**src/rtl/ctl_ep_responder.sv**
```systemverilog
module ctl_ep_responder (
  input  logic       clk,
  input  logic       rst_n,
  input  logic       ep_enable,
  input  logic       ep_iso,
  input  logic       stall_set,
  input  logic       stall_clr,
  input  logic       stsack_set,
  input  logic       tok_valid,
  input  logic [1:0] tok_type,
  input  logic       status_stage,
  input  logic       tx_valid,
  input  logic       rx_free,
  input  logic       host_ack,
  output logic       resp_valid,
  output logic [2:0] resp_code,
  output logic       resp_data1,
  output logic       stall_on,
  output logic       stsack_on,
  output logic       toggle
);

  localparam logic [1:0] TK_OUT   = 2'd0;
  localparam logic [1:0] TK_IN    = 2'd1;
  localparam logic [1:0] TK_SETUP = 2'd2;

  localparam logic [2:0] RC_NONE  = 3'd0;
  localparam logic [2:0] RC_ACK   = 3'd1;
  localparam logic [2:0] RC_NAK   = 3'd2;
  localparam logic [2:0] RC_STALL = 3'd3;
  localparam logic [2:0] RC_DATA  = 3'd4;
  localparam logic [2:0] RC_ZLP   = 3'd5;

  logic       take, is_out, is_in, is_setup;
  logic [2:0] code_n;
  logic       tag_n;
  logic       pend_data, pend_zlp;
  logic       hack;
  logic       out_data_ack, status_done;

  assign is_out   = (tok_type == TK_OUT);
  assign is_in    = (tok_type == TK_IN);
  assign is_setup = (tok_type == TK_SETUP);
  assign take     = tok_valid && ep_enable && (tok_type != 2'd3);
  assign hack     = host_ack && !tok_valid;

  always_comb begin
    code_n = RC_NONE;
    tag_n  = 1'b0;
    if (is_setup) begin
      code_n = RC_ACK;
    end else if (ep_iso) begin
      if (is_in) code_n = tx_valid ? RC_DATA : RC_ZLP;
    end else if (stall_on) begin
      code_n = RC_STALL;
    end else if (status_stage) begin
      if (!stsack_on) begin
        code_n = RC_NAK;
      end else if (is_in) begin
        code_n = RC_ZLP;
        tag_n  = 1'b1;
      end else begin
        code_n = RC_ACK;
      end
    end else if (is_in) begin
      code_n = tx_valid ? RC_DATA : RC_NAK;
      tag_n  = tx_valid ? toggle : 1'b0;
    end else begin
      code_n = rx_free ? RC_ACK : RC_NAK;
    end
  end

  assign out_data_ack = take && is_out && !ep_iso && !status_stage && (code_n == RC_ACK);
  assign status_done  = (take && is_out && !ep_iso && status_stage && (code_n == RC_ACK))
                      || (hack && pend_zlp);

  always_ff @(posedge clk) begin
    if (!rst_n) begin
      resp_valid <= 1'b0;
      resp_code  <= RC_NONE;
      resp_data1 <= 1'b0;
    end else begin
      resp_valid <= take;
      resp_code  <= take ? code_n : RC_NONE;
      resp_data1 <= take ? tag_n : 1'b0;
    end
  end

  always_ff @(posedge clk) begin
    if (!rst_n || !ep_enable) begin
      pend_data <= 1'b0;
      pend_zlp  <= 1'b0;
    end else if (take) begin
      pend_data <= !ep_iso && (code_n == RC_DATA);
      pend_zlp  <= !ep_iso && (code_n == RC_ZLP);
    end else if (tok_valid || host_ack) begin
      pend_data <= 1'b0;
      pend_zlp  <= 1'b0;
    end
  end

  always_ff @(posedge clk) begin
    if (!rst_n || !ep_enable)        toggle <= 1'b0;
    else if (take && is_setup)       toggle <= 1'b1;
    else if (out_data_ack)           toggle <= ~toggle;
    else if (hack && pend_data)      toggle <= ~toggle;
  end

  always_ff @(posedge clk) begin
    if (!rst_n)                      stsack_on <= 1'b0;
    else if (take && is_setup)       stsack_on <= 1'b0;
    else if (status_done)            stsack_on <= 1'b0;
    else if (stsack_set)             stsack_on <= 1'b1;
  end

  always_ff @(posedge clk) begin
    if (!rst_n)                      stall_on <= 1'b0;
    else if (stall_set)              stall_on <= 1'b1;
    else if (stall_clr)              stall_on <= 1'b0;
  end


  setup_ack_chk: assert property (@(posedge clk) disable iff (!rst_n)
    (tok_valid && ep_enable && tok_type == TK_SETUP) |=> (resp_code == RC_ACK && !stsack_on && toggle));


  stall_first_chk: assert property (@(posedge clk) disable iff (!rst_n)
    (tok_valid && ep_enable && !ep_iso && stall_on && (tok_type == TK_IN || tok_type == TK_OUT))
      |=> (resp_code == RC_STALL));


  iso_no_hs_chk: assert property (@(posedge clk) disable iff (!rst_n)
    (tok_valid && ep_enable && ep_iso && (tok_type == TK_IN || tok_type == TK_OUT))
      |=> (resp_code == RC_NONE || resp_code == RC_DATA || resp_code == RC_ZLP) && $stable(toggle));


  disabled_tog_chk: assert property (@(posedge clk) disable iff (!rst_n)
    !ep_enable |=> (!toggle && !resp_valid));


  no_tok_quiet_chk: assert property (@(posedge clk) disable iff (!rst_n)
    !tok_valid |=> !resp_valid);


  idle_tog_chk: assert property (@(posedge clk) disable iff (!rst_n)
    (ep_enable && !tok_valid && !host_ack) |=> $stable(toggle));


  stall_set_chk: assert property (@(posedge clk) disable iff (!rst_n)
    stall_set |=> stall_on);

endmodule

```
**config.mk**
```make
export PLATFORM = sky130hd
export DESIGN_NAME = ctl_ep_responder
export DESIGN_NICKNAME = d
export VERILOG_FILES = /design/src/rtl/ctl_ep_responder.sv
export SDC_FILE = /design/constraint.sdc
export NUM_CORES = 1
export LEC_CHECK = 0
export BUFFER_PORTS_ARGS = -buffer_cell sky130_fd_sc_hd__buf_2
export CORE_ASPECT_RATIO = 1.2
export CORE_MARGIN = 5
export CORE_UTILIZATION = 24
export DETAILED_ROUTE_END_ITERATION = 10
export GPL_TIMING_DRIVEN = 0
export PLACE_DENSITY = 0.56
export SLEW_MARGIN = 20
export SYNTH_ARGS = -nofsm -noshare
export SYNTH_HDL_FRONTEND = slang
export SYNTH_SLANG_ARGS = --single-unit
export TNS_END_PERCENT = 5
```
**constraint.sdc**
```tcl
create_clock -name clk -period 1.2 [get_ports clk]
set_input_delay 0.24 -clock clk [delete_from_list [all_inputs] [get_ports clk]]
set_output_delay 0.24 -clock clk [all_outputs]
set_load 0.02 [all_outputs]
```
==> flow_summary.yaml <==
outcome:
  status: "finished with violations"
  failed_checks: "setup timing"
place:
  routabilityCongestion: 0.869
  portBuffers: 20
  place_inst: 115
  placed_area_um2: 684
  dpl.hpwl_um: 1170
pwr:
  powerDensity_nw_per_um2: 1080
  total_power_mw: 0.784
  ir_drop_mv: 0.409
  leakage_nw: 0.349
critical_path:
  cp_cell_sequence: "and3b_1 > o2111ai_2 > o21ai_4 > and4_4 > nor3_2"
  crit_type: "register to register"
  critPathArrivalTime_ns: 1.44
  worst_setup_path_start_kind: "register"
  r2r-end: "toggle"
  crit_start: "stall_on"
  reg2reg_from: "stall_on"
  cp-end-kind: "register"
  critical-path-max-stage-delay_ns: 0.37
  cp_max_fo: 8
  r2r_cells: 5
  timing.critical_path.to: "toggle"
  slowest_stage: "dfxtp_4"
  r2r_setup_slack_ns: -0.09
  cp.required_ns: 1.35
synth:
  synth_top_area_share_pct: 37.3
  synthTopCellsByArea: "dfxtp_1, nor2_1, nand2_1, mux2i_1, nand3_1"
  yosysSeqAreaShare_pct: 37.3
  ys_seq_elements: 10
  yosysWarnings: 0
  synth_area_leader_cell: "dfxtp_1"
  synth_edf_count: 0
  synth_fp_nets: 79
  synth_area_um2: 537
  avgSynthCellArea_um2: 8.26
  synthFlopType: "dfxtp_1"
  netlist_instances: 65
  async_flop_share_pct: 0
  ys_types: 27
routing:
  vias: 590
  wl_per_cell_um: 12.3
  ant_nets: 0
  drt_iter0_drc: 12
  dr.pass1.iters: 4
  drt-total-wl_um: 1470
  post-route-drc-count: 0
  routed_via_density: 4.96
layout:
  syn_to_final_growth_pct: 35.7
  n_antenna_cell: 0
  final_common_cell: "buf_2"
  mostFrequentLayoutCells: "buf_2, dfxtp_1, nor2_1"
  drive_gt1_share_pct: 37.1
  final_nets: 104
  instances_no_fill: 119
  final_area_um2: 728
floorplan:
  fp.dieH_um: 61.8
  design.die.area_um2: 3290
  die_w_um: 53.2
  rows: 18
  fp.coreArea_um2: 2090
  io_pins: 22
  initial_core_util_pct: 25.6
job:
  cap_violations: 0
timing:
  max_freq_mhz: 773
  setup_slack_ns: -0.0937
  fin_setup_tns_ns: -0.131
  worstMarginPinSlew_ns: 0.397
  fin_crit_sh_pct: 108
  fin_crit_ns: 1.29
  slew_headroom_pct: 73.5
  rsz0062_at_grt: "yes"
  drv_slew: 0
  hold_violations: 0
  finalSetupViolCount: 3
  hold_ws_ns: 0.184
  fin_skew_ns: 0.00601
clocking:
  cts_buffers: 3
  clk_pin_slew_ns: 0.07
  clockBufferDepth: 2
  cts.htree.levels: 1
  tritoncts: "built"
  clk_latency_ns: 0.26
  clockRootBuffer: "clkbuf_4"
  post_cts_buffers: 0
  cts.sinks: 10
min_path:
  hold_class: "primary input to register"
grt:
  grt_overflow: 0
  grt_pass1_vias: 576
  grt.total_usage_pct: 10.2
  grt_pass1_wl_um: 2460
  grt_max_degree: 9
  antenna_found_initial: 0
[sequential cells by signal, indices dropped and copies added, names as in the netlist]
signal	cells
resp_code	3
pend_data	1
pend_zlp	1
resp_data1	1
resp_valid	1
stall_on	1
stsack_on	1
toggle	1
[cells in the mapped netlist (all sizes together) (2+ instances only)]
cell type	number
a31oi	2
a21oi	3
mux2i	2
nor2b	2
nand4	2
dfxtp	10
nor3	5
nand2	6
o21ai	4
nand3	4
inv	5
nor2	7
[per-stage QoR]
| stage | worst slack (ns) | utilization, % |
|---|---|---|
| after floorplan | -0.0258 | - |
| after global placement | -0.265 | 32.7 |
| after detailed placement | -0.295 | 32.7 |
| after CTS | -0.0927 | 34.8 |
| after global routing | -0.157 | 34.8 |
| final | -0.0937 | 34.8 |
[worst min path at each step]
| stage | start | endpoint | slack [ns] | depth (start not counted) |
|---|---|---|---|---|
| floorplan | rst_n | stall_on | 0.36 | 1 |
| global placement | stall_set | stall_on | 0.45 | 2 |
| detailed placement | stall_set | stall_on | 0.46 | 2 |
| CTS | stall_set | stall_on | 0.18 | 2 |
| global route | stall_set | stall_on | 0.18 | 2 |
| finish | stall_set | stall_on | 0.18 | 2 |
[power by group]
group | total (mW) | switching [mW] | internal, mW
sequential | 0.349 | 0.00894 | 0.340
combinational | 0.134 | 0.0828 | 0.0511
clock | 0.301 | 0.118 | 0.184
total | 0.784 | 0.209 | 0.575
[timing repair]
item | 4_1_cts | 5_1_grt
hold buffers | 0 | 0
setup endpoints to repair | 3 | 5
resized for setup | 1 | 0
hold endpoints to repair | 0 | 0
pin swaps | 1 | 0
[critical path, delay by kind of cell (launching register included)]
kind               cells  cell delay (ns)
and+or+nand+nor        3             0.54
DFF                    1             0.37
AOI/OAI and AO/OA      2             0.28
[final cells by class]
type | instances | area (um^2)
plain buffers | 1 | 7.51
clock buffers | 4 | 36.3
fillers | 233 | 1370
inverters | 5 | 18.8
multi-input cells | 49 | 323
flip-flops and latches | 10 | 205
well taps | 30 | 37.5
repair buffers | 20 | 100
[logic make-up after synthesis]
| logic type | share of synthesized area [%] |
|---|---|
| flip-flops | 37.3 |
| AO/OA/AOI/OAI | 24.0 |
| AND/OR/NAND/NOR | 30.1 |
| multiplexers | 3.73 |
| buffers and inverters | 4.90 |
[layer usage]
layer  up-vias  track usage, %  wire length (um)
met5         -               0                 0
met4         0            6.57                42
met3         4            1.67               117
met2        22            18.6               676
met1       275            11.0               631
li1        289               -                 -
Power figures use the tool's default switching activity.
